--- config.mk ---
export PLATFORM = sky130hd
export DESIGN_NAME = mem_err_inject
export DESIGN_NICKNAME = d
export VERILOG_FILES = /design/src/rtl/mei_pkg.sv /design/src/rtl/mei_regs.sv /design/src/rtl/mei_match.sv /design/src/rtl/mei_corrupt.sv /design/src/rtl/mem_err_inject.sv
export SDC_FILE = /design/constraint.sdc
export NUM_CORES = 1
export LEC_CHECK = 0
export CAP_MARGIN = 20
export CORE_AREA = 2 2 168 170
export DETAILED_ROUTE_END_ITERATION = 8
export DIE_AREA = 0 0 170 172
export PLACE_DENSITY = 0.85
export SYNTH_ARGS = -nofsm -noshare
export SYNTH_HDL_FRONTEND = slang
export SYNTH_SLANG_ARGS = --single-unit
--- constraint.sdc ---
create_clock -name clk_i -period 6.01 [get_ports clk_i]
set_input_delay 0.9015 -clock clk_i [delete_from_list [all_inputs] [get_ports clk_i]]
set_output_delay 0.9015 -clock clk_i [all_outputs]
set_load 0.005 [all_outputs]
--- src/rtl/mei_pkg.sv ---
package mei_pkg;
  localparam int NF = 6;       // match fields
  localparam int FW = 16;      // stored field width (widest field)
  localparam int DW = 128;     // data word
  localparam int HW = DW / 2;  // half word, also mask width
  localparam int EW = 8;       // check bits per half
  localparam int AW = 4;
  localparam int RW = 32;
  localparam int CW = 32;

  localparam logic [AW-1:0] A_MASK_LO = 4'd6;
  localparam logic [AW-1:0] A_MASK_HI = 4'd7;
  localparam logic [AW-1:0] A_CTRL    = 4'd8;
  localparam logic [AW-1:0] A_EN      = 4'd9;
  localparam logic [AW-1:0] A_CNT     = 4'd10;

  typedef struct packed {
    logic par;
    logic ecc;
    logic rpt;
  } inj_kind_t;

  function automatic int fld_width(input int f);
    case (f)
      0, 1, 2: return 2;
      3:       return 4;
      4:       return 16;
      default: return 12;
    endcase
  endfunction

  function automatic logic [FW-1:0] fld_limit(input int f);
    logic [31:0] lim;
    lim = (32'd1 << fld_width(f)) - 32'd1;
    return lim[FW-1:0];
  endfunction
endpackage

--- src/rtl/mei_regs.sv ---
module mei_regs
  import mei_pkg::*;
(
  input  logic                   clk_i,
  input  logic                   rst_ni,
  input  logic                   reg_valid_i,
  input  logic                   reg_write_i,
  input  logic [AW-1:0]          reg_addr_i,
  input  logic [RW-1:0]          reg_wdata_i,
  output logic [RW-1:0]          reg_rdata_o,
  input  logic                   inj_hit_i,
  output logic [NF-1:0][FW-1:0]  fld_val_o,
  output logic [NF-1:0]          fld_any_o,
  output logic [HW-1:0]          mask_o,
  output logic [1:0]             sect_o,
  output inj_kind_t              kind_o,
  output logic                   en_o,
  output logic [CW-1:0]          cnt_o
);
  logic wr;
  assign wr = reg_valid_i && reg_write_i;

  for (genvar f = 0; f < NF; f++) begin : g_fld
    always_ff @(posedge clk_i or negedge rst_ni) begin
      if (!rst_ni) begin
        fld_val_o[f] <= '0;
        fld_any_o[f] <= 1'b1;
      end else if (wr && reg_addr_i == AW'(f)) begin
        fld_val_o[f] <= reg_wdata_i[FW-1:0] & fld_limit(f);
        fld_any_o[f] <= reg_wdata_i[RW-1];
      end
    end
  end

  always_ff @(posedge clk_i or negedge rst_ni) begin
    if (!rst_ni) begin
      mask_o <= '0;
      sect_o <= '0;
      kind_o <= '0;
    end else if (wr) begin
      if (reg_addr_i == A_MASK_LO) mask_o[RW-1:0]  <= reg_wdata_i;
      if (reg_addr_i == A_MASK_HI) mask_o[HW-1:RW] <= reg_wdata_i;
      if (reg_addr_i == A_CTRL) begin
        sect_o <= reg_wdata_i[1:0];
        kind_o <= reg_wdata_i[4:2];
      end
    end
  end

  // software write wins over one-shot self clear
  always_ff @(posedge clk_i or negedge rst_ni) begin
    if (!rst_ni)                         en_o <= 1'b0;
    else if (wr && reg_addr_i == A_EN)   en_o <= |reg_wdata_i;
    else if (inj_hit_i && !kind_o.rpt)   en_o <= 1'b0;
  end

  always_ff @(posedge clk_i or negedge rst_ni) begin
    if (!rst_ni)        cnt_o <= '0;
    else if (inj_hit_i) cnt_o <= cnt_o + CW'(1);
  end

  always_comb begin
    reg_rdata_o = '0;
    if (reg_valid_i && !reg_write_i) begin
      for (int f = 0; f < NF; f++) begin
        if (reg_addr_i == AW'(f)) begin
          reg_rdata_o[FW-1:0] = fld_val_o[f];
          reg_rdata_o[RW-1]   = fld_any_o[f];
        end
      end
      case (reg_addr_i)
        A_MASK_LO: reg_rdata_o = mask_o[RW-1:0];
        A_MASK_HI: reg_rdata_o = mask_o[HW-1:RW];
        A_CTRL:    reg_rdata_o = {27'd0, kind_o, sect_o};
        A_EN:      reg_rdata_o = {31'd0, en_o};
        A_CNT:     reg_rdata_o = cnt_o;
        default:   ;
      endcase
    end
  end

  a_r5_one_shot_clears: assert property (@(posedge clk_i) disable iff (!rst_ni)
    inj_hit_i && !kind_o.rpt && !(wr && reg_addr_i == A_EN) |=> !en_o);

  a_r5_repeat_holds: assert property (@(posedge clk_i) disable iff (!rst_ni)
    inj_hit_i && kind_o.rpt && !wr |=> en_o);
endmodule

--- src/rtl/mei_match.sv ---
module mei_match
  import mei_pkg::*;
(
  input  logic [NF-1:0][FW-1:0] fld_val_i,
  input  logic [NF-1:0]         fld_any_i,
  input  logic [NF-1:0][FW-1:0] acc_fld_i,
  output logic                  match_o
);
  logic [NF-1:0] fld_ok;

  for (genvar f = 0; f < NF; f++) begin : g_cmp
    assign fld_ok[f] = fld_any_i[f] || (fld_val_i[f] == acc_fld_i[f]);
  end

  assign match_o = &fld_ok;

  always_comb begin
    a_r2_wildcard_matches: assert (!(&fld_any_i) || match_o);
  end
endmodule

--- src/rtl/mei_corrupt.sv ---
module mei_corrupt
  import mei_pkg::*;
(
  input  logic            clk_i,
  input  logic            rst_ni,
  input  logic            valid_i,
  input  logic            hit_i,
  input  logic [HW-1:0]   mask_i,
  input  logic [1:0]      sect_i,
  input  logic            ecc_sel_i,
  input  logic            par_sel_i,
  input  logic [DW-1:0]   data_i,
  input  logic [2*EW-1:0] ecc_i,
  input  logic [1:0]      par_i,
  output logic            valid_o,
  output logic [DW-1:0]   data_o,
  output logic [2*EW-1:0] ecc_o,
  output logic [1:0]      par_o,
  output logic            pulse_o
);
  logic [DW-1:0]   data_n;
  logic [2*EW-1:0] ecc_n;
  logic [1:0]      par_n;
  logic            data_sel;

  assign data_sel = !ecc_sel_i && !par_sel_i;

  for (genvar h = 0; h < 2; h++) begin : g_half
    logic sel;
    assign sel = hit_i && sect_i[h];
    assign data_n[h*HW +: HW] = data_i[h*HW +: HW] ^ ((sel && data_sel) ? mask_i : '0);
    assign ecc_n[h*EW +: EW]  = ecc_i[h*EW +: EW] ^ ((sel && ecc_sel_i) ? mask_i[EW-1:0] : '0);
    assign par_n[h]           = par_i[h] ^ (sel && par_sel_i);
  end

  always_ff @(posedge clk_i or negedge rst_ni) begin
    if (!rst_ni) begin
      valid_o <= 1'b0;
      pulse_o <= 1'b0;
      data_o  <= '0;
      ecc_o   <= '0;
      par_o   <= '0;
    end else begin
      valid_o <= valid_i;
      pulse_o <= hit_i;
      data_o  <= data_n;
      ecc_o   <= ecc_n;
      par_o   <= par_n;
    end
  end

  a_r7_pass_through: assert property (@(posedge clk_i) disable iff (!rst_ni)
    valid_i && !hit_i |=> valid_o && data_o == $past(data_i) &&
                          ecc_o == $past(ecc_i) && par_o == $past(par_i));

  a_r3_low_half_only: assert property (@(posedge clk_i) disable iff (!rst_ni)
    hit_i && sect_i == 2'b01 |=> data_o[DW-1:HW] == $past(data_i[DW-1:HW]) &&
                                 ecc_o[2*EW-1:EW] == $past(ecc_i[2*EW-1:EW]) &&
                                 par_o[1] == $past(par_i[1]));

  a_r4_ecc_spares_data: assert property (@(posedge clk_i) disable iff (!rst_ni)
    hit_i && ecc_sel_i |=> data_o == $past(data_i));
endmodule

--- src/rtl/mem_err_inject.sv ---
module mem_err_inject
  import mei_pkg::*;
(
  input  logic          clk_i,
  input  logic          rst_ni,
  input  logic          reg_valid_i,
  input  logic          reg_write_i,
  input  logic [3:0]    reg_addr_i,
  input  logic [31:0]   reg_wdata_i,
  output logic [31:0]   reg_rdata_o,
  input  logic          acc_valid_i,
  input  logic [1:0]    acc_dimm_i,
  input  logic [1:0]    acc_rank_i,
  input  logic [1:0]    acc_chan_i,
  input  logic [3:0]    acc_bank_i,
  input  logic [15:0]   acc_page_i,
  input  logic [11:0]   acc_col_i,
  input  logic [127:0]  acc_data_i,
  input  logic [15:0]   acc_ecc_i,
  input  logic [1:0]    acc_par_i,
  output logic          acc_valid_o,
  output logic [127:0]  acc_data_o,
  output logic [15:0]   acc_ecc_o,
  output logic [1:0]    acc_par_o,
  output logic          inj_pulse_o,
  output logic [31:0]   inj_count_o
);
  logic [NF-1:0][FW-1:0] fld_val;
  logic [NF-1:0]         fld_any;
  logic [NF-1:0][FW-1:0] acc_fld;
  logic [HW-1:0]         mask;
  logic [1:0]            sect;
  inj_kind_t             kind;
  logic                  en;
  logic                  match;
  logic                  hit;

  assign acc_fld[0] = FW'(acc_dimm_i);
  assign acc_fld[1] = FW'(acc_rank_i);
  assign acc_fld[2] = FW'(acc_chan_i);
  assign acc_fld[3] = FW'(acc_bank_i);
  assign acc_fld[4] = FW'(acc_page_i);
  assign acc_fld[5] = FW'(acc_col_i);

  mei_regs i_regs (
    .clk_i       (clk_i),
    .rst_ni      (rst_ni),
    .reg_valid_i (reg_valid_i),
    .reg_write_i (reg_write_i),
    .reg_addr_i  (reg_addr_i),
    .reg_wdata_i (reg_wdata_i),
    .reg_rdata_o (reg_rdata_o),
    .inj_hit_i   (hit),
    .fld_val_o   (fld_val),
    .fld_any_o   (fld_any),
    .mask_o      (mask),
    .sect_o      (sect),
    .kind_o      (kind),
    .en_o        (en),
    .cnt_o       (inj_count_o)
  );

  mei_match i_match (
    .fld_val_i (fld_val),
    .fld_any_i (fld_any),
    .acc_fld_i (acc_fld),
    .match_o   (match)
  );

  assign hit = acc_valid_i && en && match && (sect != 2'b00);

  mei_corrupt i_corrupt (
    .clk_i     (clk_i),
    .rst_ni    (rst_ni),
    .valid_i   (acc_valid_i),
    .hit_i     (hit),
    .mask_i    (mask),
    .sect_i    (sect),
    .ecc_sel_i (kind.ecc),
    .par_sel_i (kind.par),
    .data_i    (acc_data_i),
    .ecc_i     (acc_ecc_i),
    .par_i     (acc_par_i),
    .valid_o   (acc_valid_o),
    .data_o    (acc_data_o),
    .ecc_o     (acc_ecc_o),
    .par_o     (acc_par_o),
    .pulse_o   (inj_pulse_o)
  );

  a_r6_disabled_no_pulse: assert property (@(posedge clk_i) disable iff (!rst_ni)
    !en |=> !inj_pulse_o);

  a_r8_count_step: assert property (@(posedge clk_i) disable iff (!rst_ni)
    inj_pulse_o |-> inj_count_o == $past(inj_count_o) + 32'd1);

  a_r8_count_hold: assert property (@(posedge clk_i) disable iff (!rst_ni)
    !inj_pulse_o |-> $stable(inj_count_o));

  a_r8_pulse_with_valid: assert property (@(posedge clk_i) disable iff (!rst_ni)
    inj_pulse_o |-> acc_valid_o);
endmodule

==> parameters.txt, run 1 <==
Parameter                              Value

Outcome
  Run status ... finished, final reports clean

Synth
  Register area share after synthesis ... 0.547
  Most frequently used flop master after synthesis ... sky130_fd_sc_hd__dfrtp_1
  Total of flip-flops plus latches after synthesis ... 294
  Area leader, netlist ... sky130_fd_sc_hd__dfrtp_1
  Fraction of registers with async set/reset ... 1.00
  Count of different cell masters after synthesis ... 46
  Post-synthesis instance area ... 13500 sq um
  Leading post-synthesis cells by cell area ... sky130_fd_sc_hd__dfrtp_1 54%, sky130_fd_sc_hd__xnor2_1 12%, sky130_fd_sc_hd__mux2_2 9.5%
  Mean post-synth cell area ... 12.3 sq um
  Post-Synthesis Net Count ... 1323
  Syn. warnings ... 0
  Post-Syn Instances ... 1097
  Number of flops mapped to enable cells by yosys ... 0
  Fraction of synthesized cell area taken by the top area cell type ... 0.535

Clock tree
  Clock Tree Root ... sky130_fd_sc_hd__clkbuf_16
  Insertion delay to the later sink of the worst-skew pair ... 560 ps
  Clock Tree Buf Depth ... 3
  CTS sink count ... 294
  Number of instances resized during post-cts repair ... 0
  Number of post-CTS setup repair buffers ... 0
  Hold-fix buffers at CTS ... 0
  Num CTS Buffers ... 31
  TritonCTS clock tree ... built
  Clock slew at the register clock pins of the worst setup and hold paths ... 60 ps
  H-Tree Depth ... 1

Route
  Highest layer used for signal routing ... met4
  Routed Antenna Nets ... 0
  Vias post-DR ... 11300
  Detailed-routing wirelength on met1 ... 17900 um
  Mean number of vias per cell ... 6.04
  Number of design rule violations left after detail routing ... 0
  DR WL met3 ... 3720 um
  Drt first pass iters ... 7
  Length of routed met2 wiring ... 22800 um
  Violation count after the first detailed-routing iteration ... 1445
  Avg WL per Cell ... 24.6 um
  Final WL ... 46000 um

Place
  Gp weighted congestion ... 0.948
  Final HPWL DP ... 32700 um
  Dpl ws ... 1150 ps
  PortBufs ... 436

Critical path
  Endpoint of the lowest-slack register-to-register path ... i_corrupt.data_o[15]
  R2R setup slack ... 2050 ps
  Path depth of the worst reg2reg path ... 8
  Kind of launch point of the worst setup path ... input pin
  Crit Reg-Reg Startpoint ... i_regs.sect_o[1]
  Category of the critical setup timing path ... input pin to output port
  Critical path capture point ... reg_rdata_o[22]
  Source of the critical timing path ... reg_addr_i[1]
  Arrival time at the worst endpoint ... 4040 ps
  Highest fanout seen on the critical path ... 18
  Category of the worst setup path capture point ... output port
  CP required ... 5110 ps

Power
  Maximum VDD drop ... 0.200 mV
  Cell Pwr Density ... 273 nW/um^2
  Reported leakage power ... 7.40 nW

Finish
  Layout cell share with drive strength beyond 1 ... 0.135
  Antenna Cells ... 0
  Most common cell after layout, fill and taps aside ... sky130_fd_sc_hd__clkdlybuf4s50_1
  Commonest cells after routing, fill and taps aside ... 435 x sky130_fd_sc_hd__clkdlybuf4s50_1, 286 x sky130_fd_sc_hd__dfrtp_1, 187 x sky130_fd_sc_hd__xnor2_1, 166 x sky130_fd_sc_hd__nand4_1, 113 x sky130_fd_sc_hd__mux2_2
  Total number of nets in the final design ... 1726
  Fillers ... 1946
  Synth-to-layout area growth ... 41.5%
  Sequential cell area in the final layout ... 7370 sq um
  Area of the multi-input gates ... 5680 sq um

Floorplan
  Number of standard-cell rows in the floorplan ... 61
  Core area ... 27500 sq um
  Starting density of the core ... 0.490
  Chip Height ... 172 um
  Die width ... 170 um
  Die area ... 29200 sq um
  I/O pin count ... 437

Timing
  Final period demand of the worst path ... 4940 ps
  Final WS setup ... 1070 ps
  Final setup viols ... 0
  Worst Max-Slew Pin Slew ... 1060 ps
  Worst-case headroom to the max-slew limit ... 0.284
  Max Clock Skew ... 17.4 ps
  Total negative setup slack ... 0 ps
  Maximum clock frequency ... 202 MHz
  RSZ-0062 raised after global routing ... no
  Final hold violation count ... 0
  Fin crit share ... 0.823
  Number of pins exceeding their max-slew limit in the final report ... 0

GRT
  Final global-route overflow total ... 0
  Initial antenna violation count ... 0
  Via count of the first global-routing pass ... 11300
  Largest net degree at the start of global routing ... 127
  GR Util All Layers ... 0.309
  First-pass GRT wire length ... 68500 um

Worst hold path
  Class of the most critical hold timing path ... input pin to asynchronous set/reset pin

Run
  Max-cap violations ... 0
==> worst min path at each step <==
stage / depth (start not counted) / slack, ps / to
2_1_floorplan: 1 / 490 / i_regs.cnt_o[31]
3_3_place_gp: 1 / 530 / i_regs.kind_o[0]
3_5_place_dp: 1 / 530 / i_regs.kind_o[0]
4_1_cts: 1 / 490 / i_regs.fld_val_o[70]
5_1_grt: 1 / 520 / i_regs.fld_val_o[70]
6_report: 1 / 440 / i_regs.fld_val_o[70]
==> worst max-delay path, cell delays in order <==
cell                              delay [ps]
sky130_fd_sc_hd__clkdlybuf4s50_1         810
sky130_fd_sc_hd__nand2_1                 270
sky130_fd_sc_hd__nor2_2                  810
sky130_fd_sc_hd__buf_4                   410
sky130_fd_sc_hd__a222oi_1                160
sky130_fd_sc_hd__nor2_1                  140
sky130_fd_sc_hd__clkdlybuf4s50_1         520
==> flip-flops by register name, summed over array words and instances (netlist names) <==
name / count
i_regs.fld_any_o: 6
i_regs.mask_o: 64
i_corrupt.valid_o: 1
i_regs.sect_o: 2
i_regs.kind_o: 3
i_corrupt.data_o: 128
i_corrupt.par_o: 2
i_regs.fld_val_o: 38
i_regs.cnt_o: 32
i_corrupt.pulse_o: 1
i_corrupt.ecc_o: 16
i_regs.en_o: 1
==> layer usage <==
metal,GRT usage,vias up
li1,-,4856
met1,0.398,5626
met2,0.530,680
met3,0.0513,117
met4,0.111,0
met5,0,-
==> per-stage QoR <==
| stage | cell area, sq um | power [mW] | hold slack (ps) | utilization | instances |
|---|---|---|---|---|---|
| 2_1_floorplan | 13500 | 2.76 | 485 | - | 1097 |
| 3_3_place_gp | 18000 | 3.27 | 531 | 0.656 | 1812 |
| 3_5_place_dp | 18000 | 3.29 | 535 | 0.656 | 1812 |
| 4_1_cts | 19000 | 5.21 | 494 | 0.693 | 1867 |
| 5_1_grt | 19000 | 5.38 | 524 | 0.693 | 1868 |
| 6_report | 19000 | 5.20 | 443 | 0.693 | 1868 |
==> cell usage after synthesis, types with 3 or more instances <==
library cell / n
sky130_fd_sc_hd__dfrtp_1: 288
sky130_fd_sc_hd__xnor2_1: 187
sky130_fd_sc_hd__nand4_1: 166
sky130_fd_sc_hd__mux2_2: 113
sky130_fd_sc_hd__clkbuf_1: 37
sky130_fd_sc_hd__nor2_1: 30
sky130_fd_sc_hd__a222oi_1: 29
sky130_fd_sc_hd__nor4_1: 28
sky130_fd_sc_hd__xor2_1: 28
sky130_fd_sc_hd__nand2_1: 24
sky130_fd_sc_hd__buf_1: 17
sky130_fd_sc_hd__buf_2: 17
sky130_fd_sc_hd__a21oi_1: 15
sky130_fd_sc_hd__nand3_1: 13
sky130_fd_sc_hd__o21ai_0: 13
sky130_fd_sc_hd__a22oi_1: 11
sky130_fd_sc_hd__buf_6: 11
sky130_fd_sc_hd__nor3_1: 9
sky130_fd_sc_hd__dfstp_2: 6
sky130_fd_sc_hd__inv_1: 5
sky130_fd_sc_hd__and2_1: 4
sky130_fd_sc_hd__and3_1: 4
sky130_fd_sc_hd__nand2b_1: 4
sky130_fd_sc_hd__a221oi_1: 3
sky130_fd_sc_hd__mux4_2: 3
sky130_fd_sc_hd__nor2b_1: 3
sky130_fd_sc_hd__nor4_2: 3
==> final cells by class <==
| class | instances | area share |
|---|---|---|
| clock buffers | 47 | 0.0486 |
| clock inverters | 8 | 0.00506 |
| inverters | 6 | 0.00131 |
| multi-input cells | 714 | 0.298 |
| flip-flops and latches | 294 | 0.387 |
| well taps | 346 | 0.0227 |
| repair buffers | 453 | 0.238 |
==> power breakdown <==
| group | total, mW | internal [mW] | switching (mW) |
|---|---|---|---|
| combinational | 0.845 | 0.443 | 0.403 |
| sequential | 2.43 | 2.19 | 0.241 |
| clock | 1.93 | 1.14 | 0.788 |
| total | 5.20 | 3.77 | 1.43 |
==> cell families after synthesis <==
logic type      after synthesis  synth area share
xor+xnor                    215             0.140
fa+ha+maj                     1          0.000929
simple gates                294             0.128
flops                       294             0.547
mux                         118             0.101
buf+inv                      89            0.0334
compound gates               86            0.0502
No activity file was read; power rests on OpenSTA's default activity.
==> run 2: changes to the inputs <==
--- a/config.mk
+++ b/config.mk
@@ -6,10 +6,10 @@
 export NUM_CORES = 1
 export LEC_CHECK = 0
 export CAP_MARGIN = 20
-export CORE_AREA = 2 2 168 170
+export CORE_MARGIN = 1
+export CORE_UTILIZATION = 42
 export DETAILED_ROUTE_END_ITERATION = 8
-export DIE_AREA = 0 0 170 172
-export PLACE_DENSITY = 0.85
+export PLACE_DENSITY = 0.77
 export SYNTH_ARGS = -nofsm -noshare
 export SYNTH_HDL_FRONTEND = slang
 export SYNTH_SLANG_ARGS = --single-unit
==> constraint.sdc (replaced) <==
create_clock -name clk_i -period 4.1 [get_ports clk_i]
set_input_delay 0.615 -clock clk_i [delete_from_list [all_inputs] [get_ports clk_i]]
set_output_delay 0.615 -clock clk_i [all_outputs]
set_load 0.005 [all_outputs]
==> run 2 against run 1 <==
Combinational power rose by 48%. Core utilization fell by 8.0 points. Register-to-register slack got worse by 720 ps. Sequential power is 47% higher. Largest cell class unchanged. Sequential cell count is the same. Highest routed layer unchanged. Via count down 1.4%. Sequential share of layout area fell by 0.58 points.
==> parameters.txt, run 2 (synthesis gave the netlist of run 1 again) <==
Parameter                              Value

GRT
  Via count of the first global-routing pass ... 11200 (-1.0%)
  Final global-route overflow total ... 0 (unchanged)
  First-pass GRT wire length ... 69200 um (+1.1%)
  Largest net degree at the start of global routing ... 98 (-23%)
  Initial antenna violation count ... 1 (+1)
  GR Util All Layers ... 0.280 (-0.0287)

Finish
  Synth-to-layout area growth ... 43.7%
  Most common cell after layout, fill and taps aside ... sky130_fd_sc_hd__clkdlybuf4s50_1
  Largest registers ranked by flip-flop count ... i_corrupt.data_o x128, i_regs.mask_o x64, i_regs.fld_val_o x38
  Total number of nets in the final design ... 1745 (+1.1%)
  Layout cell share with drive strength beyond 1 ... 0.143 (+0.00798)
  Most flop-heavy register ... i_corrupt.data_o
  Fillers ... 2495 (+28%)
  Commonest cells after routing, fill and taps aside ... 435 x sky130_fd_sc_hd__clkdlybuf4s50_1, 286 x sky130_fd_sc_hd__dfrtp_1, 187 x sky130_fd_sc_hd__xnor2_1, 166 x sky130_fd_sc_hd__nand4_1, 113 x sky130_fd_sc_hd__mux2_2
  Max reg flops ... 128 (unchanged)

Critical path
  Worst path cell trace ... clkdlybuf4s50_1 -> nand2_1 -> a21oi_1 -> or2_2 -> o21ai_0 -> clkdlybuf4s50_1
  Arrival time at the worst endpoint ... 3310 ps (-730 ps)
  Buf+Inv Stages, Crit Path ... 2 (-1)
  Path depth of the worst reg2reg path ... 8 (unchanged)
  Crit path top cell by count ... sky130_fd_sc_hd__clkdlybuf4s50_1
  Cell family contributing the most delay on the critical path ... buffers and inverters
  Category of the worst setup path capture point ... output port
  Number of cells on the critical path ... 6 (-1)
  Kind of launch point of the worst setup path ... input pin
  CP required ... 3480 ps (-1630 ps)
  Critical-path top delay cell ... sky130_fd_sc_hd__clkdlybuf4s50_1
  Category of the critical setup timing path ... input pin to output port
  Highest fanout seen on the critical path ... 19 (+1)
  Critical Path Max Stage Delay ... 750 ps (-60 ps)

Power
  Reported leakage power ... 7.51 nW (+1.5%)
  Overall power of the completed layout ... 7.76 mW (+49%)
  Maximum VDD drop ... 0.219 mV (+9.4%)
  Cell Pwr Density ... 401 nW/um^2 (+47%)

Timing
  Fin crit share ... 0.958
  Final setup viols ... 0 (unchanged)
  Total negative setup slack ... 0 ps (unchanged)
  Final Hold Slack ... 120 ps (-323 ps)
  Worst Max-Slew Pin Slew ... 980 ps (-84.4 ps)
  Maximum clock frequency ... 255 MHz
  Final hold violation count ... 0 (unchanged)
  RSZ-0062 raised after global routing ... no
  Number of pins exceeding their max-slew limit in the final report ... 0 (unchanged)
  Max Clock Skew ... 17.3 ps (-0.124 ps)
  Final period demand of the worst path ... 3930 ps
  Final WS setup ... 171 ps (-895 ps)
  Worst-case headroom to the max-slew limit ... 0.340 (+0.0568)

Floorplan
  I/O pin count ... 437 (unchanged)
  Number of standard-cell rows in the floorplan ... 65 (+6.6%)
  Chip Height ... 181 um (+5.3%)
  Die area ... 32800 sq um (+12%)
  Die width ... 181 um (+6.5%)
  Starting density of the core ... 0.427 (-0.0633)
  Core area ... 31600 sq um (+15%)

Route
  Number of design rule violations left after detail routing ... 0 (unchanged)
  Avg WL per Cell ... 23.8 um (-3.2%)
  Mean number of vias per cell ... 5.72 (-5.3%)
  Final WL ... 46300 um (+0.74%)
  Violation count after the first detailed-routing iteration ... 885 (-39%)
  Vias post-DR ... 11100 (-1.4%)
  Drt first pass iters ... 9 (+2)
  Routed Antenna Nets ... 0 (unchanged)

Place
  Dpl ws ... 272 ps (-874 ps)
  Gp weighted congestion ... 0.926 (-2.2%)
  PortBufs ... 436 (unchanged)
  Final HPWL DP ... 33700 um (+3.2%)

Clock tree
  H-Tree Depth ... 2 (+1)
  TritonCTS clock tree ... built
  Number of post-CTS setup repair buffers ... 0 (unchanged)
  Num CTS Buffers ... 34 (+9.7%)
  Clock Tree Root ... sky130_fd_sc_hd__clkbuf_16
  Insertion delay to the later sink of the worst-skew pair ... 510 ps (-50 ps)
  Hold-fix buffers at CTS ... 0 (unchanged)
  Clock slew at the register clock pins of the worst setup and hold paths ... 60 ps (about the same)
  Clock Tree Buf Depth ... 3 (unchanged)
  Number of instances resized during post-cts repair ... 0 (unchanged)
  CTS sink count ... 294 (unchanged)

Worst hold path
  Class of the most critical hold timing path ... input pin to asynchronous set/reset pin

Outcome
  Run status ... finished, final reports clean

Run
  Max-cap violations ... 0 (unchanged)
[run 2: final timing paths]
check	startpoint	to	slack [ps]
worst max-delay path	reg_addr_i[1]	reg_rdata_o[15]	170
worst min-delay path	rst_ni	i_regs.mask_o[38]	120
worst max register to register	i_regs.fld_val_o[67]	i_corrupt.data_o[17]	1330
worst min register to register	i_regs.cnt_o[28]	i_regs.cnt_o[28]	530
max in group asynchronous	rst_ni	i_regs.mask_o[54]	2970
min in group clk_i	i_regs.cnt_o[28]	i_regs.cnt_o[28]	530
[run 2: where the power goes]
part	switching, mW	leakage (nW)	internal, mW	total (mW)
Clock	1.18	0.527	1.77	2.95
Sequential	0.352	3.60	3.21	3.56
Combinational	0.590	3.38	0.656	1.25
[run 2: final cells by class]
| class | count | area, sq um | area share |
|---|---|---|---|
| Clock inverter | 4 | 25.0 | 0.00129 |
| Multi-Input combinational cell | 714 | 5670 | 0.293 |
| Clock buffer | 55 | 1060 | 0.0550 |
| Sequential cell | 294 | 7370 | 0.381 |
| Tap cell | 402 | 503 | 0.0260 |
| Antenna cell | 1 | 2.50 | 0.000129 |
| Inverter | 6 | 25.0 | 0.00129 |
| Timing Repair Buffer | 469 | 4680 | 0.242 |
[run 2: metal layers]
| layer | up-vias | GRT usage | part of all wire |
|---|---|---|---|
| met4 | 0 | 0.113 | 0.039 |
| met1 | 5517 | 0.365 | 0.40 |
| met2 | 600 | 0.457 | 0.48 |
| met3 | 101 | 0.0576 | 0.083 |
| li1 | 4900 | - | - |
| met5 | - | 0 | 0 |
[run 2: metrics by stage]
stage,cell area (sq um),cells,util
CTS,19300,1944,0.613
global placement,18200,1885,0.578
floorplan,13500,1097,-
finish,19300,1945,0.613
detailed placement,18200,1885,0.578
global route,19300,1945,0.613
==> run 3: changes to the inputs <==
--- a/config.mk
+++ b/config.mk
@@ -6,10 +6,11 @@
 export NUM_CORES = 1
 export LEC_CHECK = 0
 export CAP_MARGIN = 20
-export CORE_MARGIN = 1
 export CORE_UTILIZATION = 42
+export CTS_BUF_LIST = sky130_fd_sc_hd__clkbuf_16
 export DETAILED_ROUTE_END_ITERATION = 8
 export PLACE_DENSITY = 0.77
+export SKIP_CTS_REPAIR_TIMING = 1
 export SYNTH_ARGS = -nofsm -noshare
 export SYNTH_HDL_FRONTEND = slang
 export SYNTH_SLANG_ARGS = --single-unit
==> run 3 against run 2 <==
Largest power group unchanged. Non-clock buffer count stayed put. Combinational power about the same. Global-route usage barely moved.
==> parameters.txt, run 3 (synthesis gave the netlist of run 1 again) <==
Parameter                              Value

GRT
  First-pass GRT wire length ... 69300 um (about the same)
  Largest net degree at the start of global routing ... 98 (unchanged)
  GR Util All Layers ... 0.280 (about the same)
  Final global-route overflow total ... 0 (unchanged)
  Initial antenna violation count ... 1 (unchanged)
  Via count of the first global-routing pass ... 11200 (+0.053%)

Timing
  Worst Max-Slew Pin Slew ... 1020 ps (+41.7 ps)
  Final period demand of the worst path ... 3950 ps (+20.7 ps)
  Number of pins exceeding their max-slew limit in the final report ... 0 (unchanged)
  Final setup viols ... 0 (unchanged)
  Final Hold Slack ... 138 ps (+17.9 ps)
  Fin crit share ... 0.963 (+0.00506)
  RSZ-0062 raised after global routing ... no
  Final hold violation count ... 0 (unchanged)
  Maximum clock frequency ... 253 MHz (-0.52%)
  Total negative setup slack ... 0 ps (unchanged)
  Max Clock Skew ... 13.7 ps (-3.61 ps)
  Worst-case headroom to the max-slew limit ... 0.312 (-0.0280)

Power
  Combinational group share of total power ... 0.164 (+0.003)
  Share of power burned in the clock network ... 0.366 (-0.015)
  Net switching power ... 2.11 mW (-0.70%)
  Switching Share ... 0.278 (+0.00435)
  Reported leakage power ... 7.52 nW (about the same)
  Maximum VDD drop ... 0.241 mV (+10%)
  Cell-internal power ... 5.47 mW (-2.8%)
  Cell Pwr Density ... 394 nW/um^2 (-1.9%)
  Overall power of the completed layout ... 7.58 mW (-2.2%)
  Part of the power in registers ... 0.469 (+0.010)

Route
  Avg WL per Cell ... 23.8 um (about the same)
  Final WL ... 46300 um (about the same)
  Number of design rule violations left after detail routing ... 0 (unchanged)
  Vias post-DR ... 11100 (-0.53%)
  Mean number of vias per cell ... 5.69 (-0.53%)
  Drt first pass iters ... 6 (-3)
  Routed Antenna Nets ... 0 (unchanged)
  Violation count after the first detailed-routing iteration ... 899 (+1.6%)

Finish
  Fillers ... 2501 (+0.24%)
  Most flop-heavy register ... i_corrupt.data_o
  Commonest cells after routing, fill and taps aside ... 435 x sky130_fd_sc_hd__clkdlybuf4s50_1, 286 x sky130_fd_sc_hd__dfrtp_1, 187 x sky130_fd_sc_hd__xnor2_1, 166 x sky130_fd_sc_hd__nand4_1, 113 x sky130_fd_sc_hd__mux2_2
  Largest registers ranked by flip-flop count ... i_corrupt.data_o x128, i_regs.mask_o x64, i_regs.fld_val_o x38
  Synth-to-layout area growth ... 43.1%
  Most common cell after layout, fill and taps aside ... sky130_fd_sc_hd__clkdlybuf4s50_1
  Total number of nets in the final design ... 1745 (unchanged)
  Sequential cell area in the final layout ... 7370 sq um (unchanged)
  Post-layout util ... 0.611 (-0.00222)
  Max reg flops ... 128 (unchanged)
  Number of non-filler instances in the completed layout ... 1945 (unchanged)
  Layout cell share with drive strength beyond 1 ... 0.138 (-0.00454)
  Area of the multi-input gates ... 5670 sq um (unchanged)

Floorplan
  Starting density of the core ... 0.427 (unchanged)
  Core area ... 31600 sq um (unchanged)
  Die area ... 32800 sq um (unchanged)
  I/O pin count ... 437 (unchanged)
  Chip Height ... 181 um (unchanged)
  Die width ... 181 um (unchanged)
  Number of standard-cell rows in the floorplan ... 65 (unchanged)

Critical path
  Kind of launch point of the worst setup path ... input pin
  Arrival time at the worst endpoint ... 3330 ps (+20 ps)
  Crit path top cell by count ... sky130_fd_sc_hd__clkdlybuf4s50_1
  CP required ... 3480 ps (about the same)
  Highest fanout seen on the critical path ... 19 (unchanged)
  Cell family contributing the most delay on the critical path ... buffers and inverters
  Category of the critical setup timing path ... input pin to output port
  Critical-path top delay cell ... sky130_fd_sc_hd__clkdlybuf4s50_1
  Buf+Inv Stages, Crit Path ... 2 (unchanged)
  Critical Path Max Stage Delay ... 750 ps (about the same)
  Category of the worst setup path capture point ... output port
  Worst path cell trace ... clkdlybuf4s50_1 -> nand2_1 -> a21oi_1 -> or2_2 -> o21ai_0 -> clkdlybuf4s50_1

Place
  Final HPWL DP ... 33700 um (unchanged)
  Gp weighted congestion ... 0.926 (unchanged)
  Total placed cells including tap cells ... 1885 (unchanged)
  PortBufs ... 436 (unchanged)

Clock tree
  Insertion delay to the later sink of the worst-skew pair ... 500 ps (about the same)
  CTS sink count ... 294 (unchanged)
  Clock slew at the register clock pins of the worst setup and hold paths ... 60 ps (about the same)
  Num CTS Buffers ... 34 (unchanged)
  Clock Tree Buf Depth ... 3 (unchanged)
  TritonCTS clock tree ... built
  Clock Tree Root ... sky130_fd_sc_hd__clkbuf_16
  H-Tree Depth ... 2 (unchanged)

Outcome
  Run status ... finished, final reports clean

Worst hold path
  Class of the most critical hold timing path ... input pin to asynchronous set/reset pin

Run
  Max-cap violations ... 0 (unchanged)
==> run 3: cell type report <==
| type | instances | area share |
|---|---|---|
| flip-flops and latches | 294 | 0.382 |
| multi-input cells | 714 | 0.294 |
| repair buffers | 469 | 0.243 |
| clock buffers | 37 | 0.0480 |
| well taps | 402 | 0.0261 |
| clock inverters | 22 | 0.00480 |
| inverters | 6 | 0.00130 |
| diodes | 1 | 0.000130 |
==> run 3: worst paths after layout <==
kind	start	endpoint	slack (ps)	cells past startpoint
setup / recovery	reg_addr_i[1]	reg_rdata_o[15]	150	6
hold / removal	rst_ni	i_regs.mask_o[38]	140	1
setup reg to reg	i_regs.fld_val_o[67]	i_corrupt.data_o[17]	1340	8
hold reg to reg	i_regs.cnt_o[28]	i_regs.cnt_o[28]	540	1
max in group asynchronous	rst_ni	i_regs.mask_o[30]	3010	2
min in group clk_i	i_regs.cnt_o[28]	i_regs.cnt_o[28]	540	1
==> run 3: per-stage QoR <==
stage | setup slack [ps] | instance area, sq um
after CTS | 264 | 19300
final | 150 | 19300
after detailed placement | 272 | 18200
after floorplan | 1500 | 13500
after global routing | 12.6 | 19300
after global placement | 313 | 18200
==> run 3: power groups by stage <==
| stage | Sequential [mW] | Clock (mW) | Combinational [mW] |
|---|---|---|---|
| 3_5_place_dp | 3.60 | 0 | 1.24 |
| 2_1_floorplan | 3.45 | 0 | 0.599 |
| 3_3_place_gp | 3.60 | 0 | 1.21 |
| 5_1_grt | 3.59 | 2.96 | 1.33 |
| 6_report | 3.56 | 2.78 | 1.25 |
| 4_1_cts | 3.55 | 2.84 | 1.24 |
==> run 3: per-layer routing <==
layer | part of all wire | vias up | global-route usage
li1 | - | 4902 | -
met1 | 0.40 | 5479 | 0.365
met2 | 0.48 | 580 | 0.456
met3 | 0.079 | 98 | 0.0574
met4 | 0.039 | 0 | 0.114
met5 | 0 | - | 0
